===== src/rtl/sq_pkg.sv =====
`timescale 1ns/1ps
package sq_pkg;
  localparam int unsigned NTHR_DEF  = 2;
  localparam int unsigned DEPTH_DEF = 8;
  localparam int unsigned SEQ_W_DEF = 8;
  localparam int unsigned SQW_DEF   = 2;

  function automatic int unsigned tid_width(input int unsigned n);
    return (n > 1) ? $clog2(n) : 1;
  endfunction
endpackage


===== src/rtl/sq_pick.sv =====
`timescale 1ns/1ps
// Lowest-index grant among requesters
module sq_pick #(
  parameter int unsigned N = 2
) (
  input  logic [N-1:0] req_i,
  output logic [N-1:0] gnt_o
);
  always_comb begin
    logic found;
    found = 1'b0;
    gnt_o = '0;
    for (int i = 0; i < N; i++) begin
      if (req_i[i] && !found) begin
        gnt_o[i] = 1'b1;
        found    = 1'b1;
      end
    end
  end
endmodule


===== src/rtl/sq_batch.sv =====
`timescale 1ns/1ps
// One cycle of walk for the selected thread: up to SQW entries, youngest first
module sq_batch #(
  parameter int unsigned DEPTH = 8,
  parameter int unsigned SEQ_W = 8,
  parameter int unsigned SQW   = 2,
  localparam int unsigned IDX_W = $clog2(DEPTH)
) (
  input  logic [DEPTH*SEQ_W-1:0] seq_i,
  input  logic [IDX_W-1:0]       head_i,
  input  logic [IDX_W-1:0]       pos_i,
  input  logic [SEQ_W-1:0]       bnd_i,
  output logic [DEPTH-1:0]       mark_o,
  output logic [IDX_W-1:0]       pos_nxt_o,
  output logic                   fin_o
);
  always_comb begin
    logic             go;
    logic [IDX_W:0]   n;
    logic [IDX_W-1:0] off;
    logic [IDX_W-1:0] slot;
    mark_o = '0;
    go     = 1'b1;
    n      = '0;
    fin_o  = 1'b0;
    for (int k = 0; k < SQW; k++) begin
      off  = pos_i - IDX_W'(n);
      slot = head_i + off;
      if (go) begin
        if (seq_i[slot*SEQ_W +: SEQ_W] > bnd_i) begin
          mark_o[slot] = 1'b1;
          n            = n + 1'b1;
          if (off == '0) begin
            fin_o = 1'b1;   // oldest entry reached
            go    = 1'b0;
          end
        end else begin
          go = 1'b0;
        end
      end
    end
    pos_nxt_o = pos_i - IDX_W'(n);
    slot      = head_i + pos_nxt_o;
    if (!fin_o && !(seq_i[slot*SEQ_W +: SEQ_W] > bnd_i))
      fin_o = 1'b1;         // pointer rests on a survivor
  end
endmodule


===== src/rtl/sq_walker.sv =====
`timescale 1ns/1ps
module sq_walker #(
  parameter int unsigned NTHR  = sq_pkg::NTHR_DEF,
  parameter int unsigned DEPTH = sq_pkg::DEPTH_DEF,
  parameter int unsigned SEQ_W = sq_pkg::SEQ_W_DEF,
  parameter int unsigned SQW   = sq_pkg::SQW_DEF,
  localparam int unsigned IDX_W = $clog2(DEPTH),
  localparam int unsigned CNT_W = IDX_W + 1,
  localparam int unsigned TID_W = sq_pkg::tid_width(NTHR)
) (
  input  logic                         clk_i,
  input  logic                         rst_ni,
  input  logic                         req_i,
  input  logic [TID_W-1:0]             req_tid_i,
  input  logic [SEQ_W-1:0]             req_bnd_i,
  input  logic [NTHR*DEPTH*SEQ_W-1:0]  seq_i,
  input  logic [NTHR*IDX_W-1:0]        head_i,
  input  logic [NTHR*CNT_W-1:0]        cnt_i,
  output logic [NTHR*DEPTH-1:0]        mark_o,
  output logic                         tail_upd_o,
  output logic [NTHR-1:0]              done_o
);
  logic [NTHR-1:0]  done_q;
  logic [IDX_W-1:0] pos_q [NTHR];
  logic [SEQ_W-1:0] bnd_q [NTHR];
  logic [NTHR-1:0]  gnt;
  logic [NTHR-1:0]  mark_any;
  logic [TID_W-1:0] sel;
  logic [DEPTH*SEQ_W-1:0] sel_seq;
  logic [IDX_W-1:0] sel_head, sel_pos, pos_nxt, ysl;
  logic [CNT_W-1:0] sel_cnt, req_cnt;
  logic [SEQ_W-1:0] sel_bnd;
  logic [DEPTH-1:0] bmark;
  logic             fin;

  sq_pick #(.N(NTHR)) u_pick (.req_i(~done_q), .gnt_o(gnt));

  always_comb begin
    sel = '0;
    for (int t = 0; t < NTHR; t++)
      if (gnt[t]) sel = TID_W'(t);
  end

  assign sel_seq  = seq_i[sel*DEPTH*SEQ_W +: DEPTH*SEQ_W];
  assign sel_head = head_i[sel*IDX_W +: IDX_W];
  assign sel_cnt  = cnt_i[sel*CNT_W +: CNT_W];
  assign sel_pos  = pos_q[sel];
  assign sel_bnd  = bnd_q[sel];
  assign req_cnt  = cnt_i[req_tid_i*CNT_W +: CNT_W];

  sq_batch #(.DEPTH(DEPTH), .SEQ_W(SEQ_W), .SQW(SQW)) u_batch (
    .seq_i(sel_seq), .head_i(sel_head), .pos_i(sel_pos), .bnd_i(sel_bnd),
    .mark_o(bmark), .pos_nxt_o(pos_nxt), .fin_o(fin)
  );

  assign ysl        = sel_head + IDX_W'(sel_cnt - 1'b1);
  assign tail_upd_o = (|gnt) && bmark[ysl];
  assign done_o     = done_q;

  for (genvar t = 0; t < NTHR; t++) begin : g_thr
    logic hit;
    assign hit = req_i && (req_tid_i == TID_W'(t));
    assign mark_o[t*DEPTH +: DEPTH] = gnt[t] ? bmark : '0;
    assign mark_any[t] = |mark_o[t*DEPTH +: DEPTH];

    always_ff @(posedge clk_i or negedge rst_ni) begin
      if (!rst_ni) begin
        done_q[t] <= 1'b1;
        pos_q[t]  <= '0;
        bnd_q[t]  <= '0;
      end else if (hit) begin
        if (cnt_i[t*CNT_W +: CNT_W] == '0) begin
          done_q[t] <= 1'b1;
        end else begin
          done_q[t] <= 1'b0;
          pos_q[t]  <= IDX_W'(cnt_i[t*CNT_W +: CNT_W] - 1'b1);
          bnd_q[t]  <= req_bnd_i;
        end
      end else if (gnt[t]) begin
        pos_q[t] <= pos_nxt;
        if (fin) done_q[t] <= 1'b1;
      end
    end

    AST_DONE_QUIET: assert property (@(posedge clk_i) disable iff (!rst_ni)
      done_q[t] |-> !mark_any[t]);
  end

  AST_ONE_THR: assert property (@(posedge clk_i) disable iff (!rst_ni)
    $onehot0(mark_any));
  AST_WIDTH: assert property (@(posedge clk_i) disable iff (!rst_ni)
    $countones(mark_o) <= SQW);
  AST_REQ_CLR: assert property (@(posedge clk_i) disable iff (!rst_ni)
    (req_i && req_cnt != '0) |=> !done_o[$past(req_tid_i)]);
  AST_EMPTY_REQ: assert property (@(posedge clk_i) disable iff (!rst_ni)
    (req_i && req_cnt == '0) |=> done_o[$past(req_tid_i)]);
  AST_TAIL: assert property (@(posedge clk_i) disable iff (!rst_ni)
    tail_upd_o |-> (mark_o != '0));
endmodule


===== config.mk =====
export PLATFORM = sky130hd
export DESIGN_NAME = sq_walker
export DESIGN_NICKNAME = d
export VERILOG_FILES = /design/src/rtl/sq_pkg.sv /design/src/rtl/sq_pick.sv /design/src/rtl/sq_batch.sv /design/src/rtl/sq_walker.sv
export SDC_FILE = /design/constraint.sdc
export NUM_CORES = 1
export LEC_CHECK = 0
export ABC_AREA = 1
export BUFFER_PORTS_ARGS = -buffer_cell sky130_fd_sc_hd__buf_4
export CORE_UTILIZATION = 50
export DETAILED_ROUTE_END_ITERATION = 8
export PLACE_DENSITY_LB_ADDON = 0.1
export SKIP_CTS_REPAIR_TIMING = 1
export SLEW_MARGIN = 40
export SYNTH_ARGS = -nofsm -noshare
export SYNTH_HDL_FRONTEND = slang
export SYNTH_SLANG_ARGS = --single-unit
export TNS_END_PERCENT = 100

===== constraint.sdc =====
create_clock -name clk_i -period 13 [get_ports clk_i]
set_input_delay 2.6 -clock clk_i [delete_from_list [all_inputs] [get_ports clk_i]]
set_output_delay 2.6 -clock clk_i [all_outputs]
set_load 0.01 [all_outputs]

==> impl_metrics.ini <==
[layout]
diodes = 0
layout-drive-gt1-share = 0.227
nets = 1247
multiInputGateArea_sq_um = 3930
area_growth_pct = 24.6
final_cell_mix = nand2_1, buf_4, o21ai_0
fill_cells = 1033
seq_area_sq_um = 603
layout_commonest_cell = nand2_1

[worst_hold_path]
hold_class = reg -> reg

[job]
maxCapViolations = 0

[run_status]
status = finished, final reports clean

[critical_path]
path_common_cell = nand2_1
end_kind = flop
cp.required_ps = 13200
crit_arrival_ps = 12080
startpoint_type = primary input
cp_slowest_cell = fa_1
path_class = in -> reg
max_stage_delay_ps = 590
cp_max_fo = 16

[timing]
min_period_over_period = 0.914
finalHoldViolCount = 0
setup_viol = 0
final_max_slew_viol_count = 0
fmax_mhz = 84.1
clock-skew-final_ps = 3.61
setup_tns_ps = 0
setup_ws_ps = 1120
worstMarginPinSlew_ps = 630
max_slew_margin = 0.580
period_needed_ps = 11880
holdWs_ps = 492
rsz0062_at_grt = false

[cts]
numCtsBuffers = 3
htree_levels = 1
path_clk_slew_ps = 80
insertion_delay_ps = 270
tritoncts = yes
clockBufferDepth = 2
cts.sinks = 24
clock-root-buffer = clkbuf_8

[detailed_routing]
drtPass1Iterations = 6
num_vias = 6341
wl_per_cell_um = 13.8
drc_errors = 0
ant_nets = 0
drt_iter0_drc = 608
routed_wl_um = 16400
via_per_inst = 5.34

[place]
port_buffers = 172
pre_cts_ws_ps = 942
dpl.hpwl_um = 13000
globalplace.congestion = 0.938

[global_route]
antenna_found_initial = 1
grt_max_degree = 67
grt_pass1_wl_um = 26700
grt_pass1_vias = 5467
grt.total_usage = 0.295
overflow = 0

[floorplan]
start_util = 0.524
num_rows = 36
die_h_um = 104
core_area_sq_um = 9950
die_width_um = 104
dieArea_sq_um = 10800
ios = 173

[yosys]
ys_seq_area_frac = 0.116
synth_enable_flop_cells = 0
synth_area_sq_um = 5220
yosysWarnings = 0
syn_nets = 1111
syn_area_per_cell_sq_um = 5.67
synth_top_area_share = 0.255
synth_top_area_cell = nand2_1
synthFlopType = dfrtp_1
synth_area_leaders = nand2_1, o21ai_0, dfrtp_1
synth_seq_cells = 24
netlist_instances = 920
synthArstFlopShare = 1.00
ys_types = 43
==> cells in the mapped netlist, types with 5 or more instances <==
cell / n
nor2_2: 6
o21ai_1: 14
buf_4: 8
buf_2: 17
clkbuf_1: 11
nor2_1: 30
dfrtp_1: 22
ha_1: 33
inv_1: 98
buf_6: 10
a21oi_1: 33
o211ai_1: 18
or2_2: 8
xnor2_1: 5
nand2_1: 354
nor2_4: 6
o21ai_0: 117
a32o_1: 6
a22oi_1: 10
and2_1: 8
mux2i_1: 8
nand2_2: 23
nand3_1: 30
==> final timing paths <==
path / startpoint / to / slack (ps) / cells after the start
hold / removal: bnd_q[2] / bnd_q[2] / 490 / 2
hold reg to reg: bnd_q[2] / bnd_q[2] / 490 / 2
setup reg to reg: done_o[0] / done_o[1] / 2160 / 50
setup / recovery: head_i[0] / done_o[1] / 1120 / 49
max in group asynchronous: rst_ni / done_o[1] / 10510 / 1
min in group asynchronous: rst_ni / bnd_q[13] / 2210 / 1
==> area by class of cell <==
cell class              count  area share
clock buffers               3     0.00635
well taps                 133      0.0256
multi-input cells         746       0.605
flip-flops and latches     24      0.0928
clock inverters             1     0.00462
repair buffers            178       0.206
inverters                 103      0.0595
==> per-layer routing <==
| layer | track usage | vias up | part of all wire |
|---|---|---|---|
| met5 | 0 | - | 0 |
| met4 | 0.0510 | 0 | 0.011 |
| met3 | 0.0376 | 25 | 0.093 |
| met2 | 0.477 | 288 | 0.44 |
| met1 | 0.421 | 2773 | 0.45 |
| li1 | - | 3255 | - |
==> cell families after synthesis <==
logic type,synth area share
DFF,0.116
buffers and inverters,0.132
adders and majority gates,0.0945
muxes,0.0154
AOI/OAI and AO/OA,0.239
xor gates and xnor gates,0.0166
and+or+nand+nor,0.387
==> state kept, by name (all words and copies together), names as in the netlist <==
| register | cells |
|---|---|
| pos_q | 6 |
| done_o | 2 |
| bnd_q | 16 |
==> worst max-delay path: cells and delay by family <==
kind,cells,cell delay [ps]
simple gates,22,2830
xor+xnor,3,1010
compound gates,9,1320
buf+inv,4,380
fa+ha+maj,11,3890
==> metrics by stage <==
| stage | cell area (sq um) | util | instances |
|---|---|---|---|
| floorplan | 5220 | - | 920 |
| global placement | 6420 | 0.645 | 1184 |
| detailed placement | 6430 | 0.646 | 1184 |
| CTS | 6500 | 0.653 | 1188 |
| global route | 6500 | 0.653 | 1188 |
| finish | 6500 | 0.653 | 1188 |
Power is not shown: default switching activity piles up to over one toggle a cycle in this logic, so the estimate is an artifact.
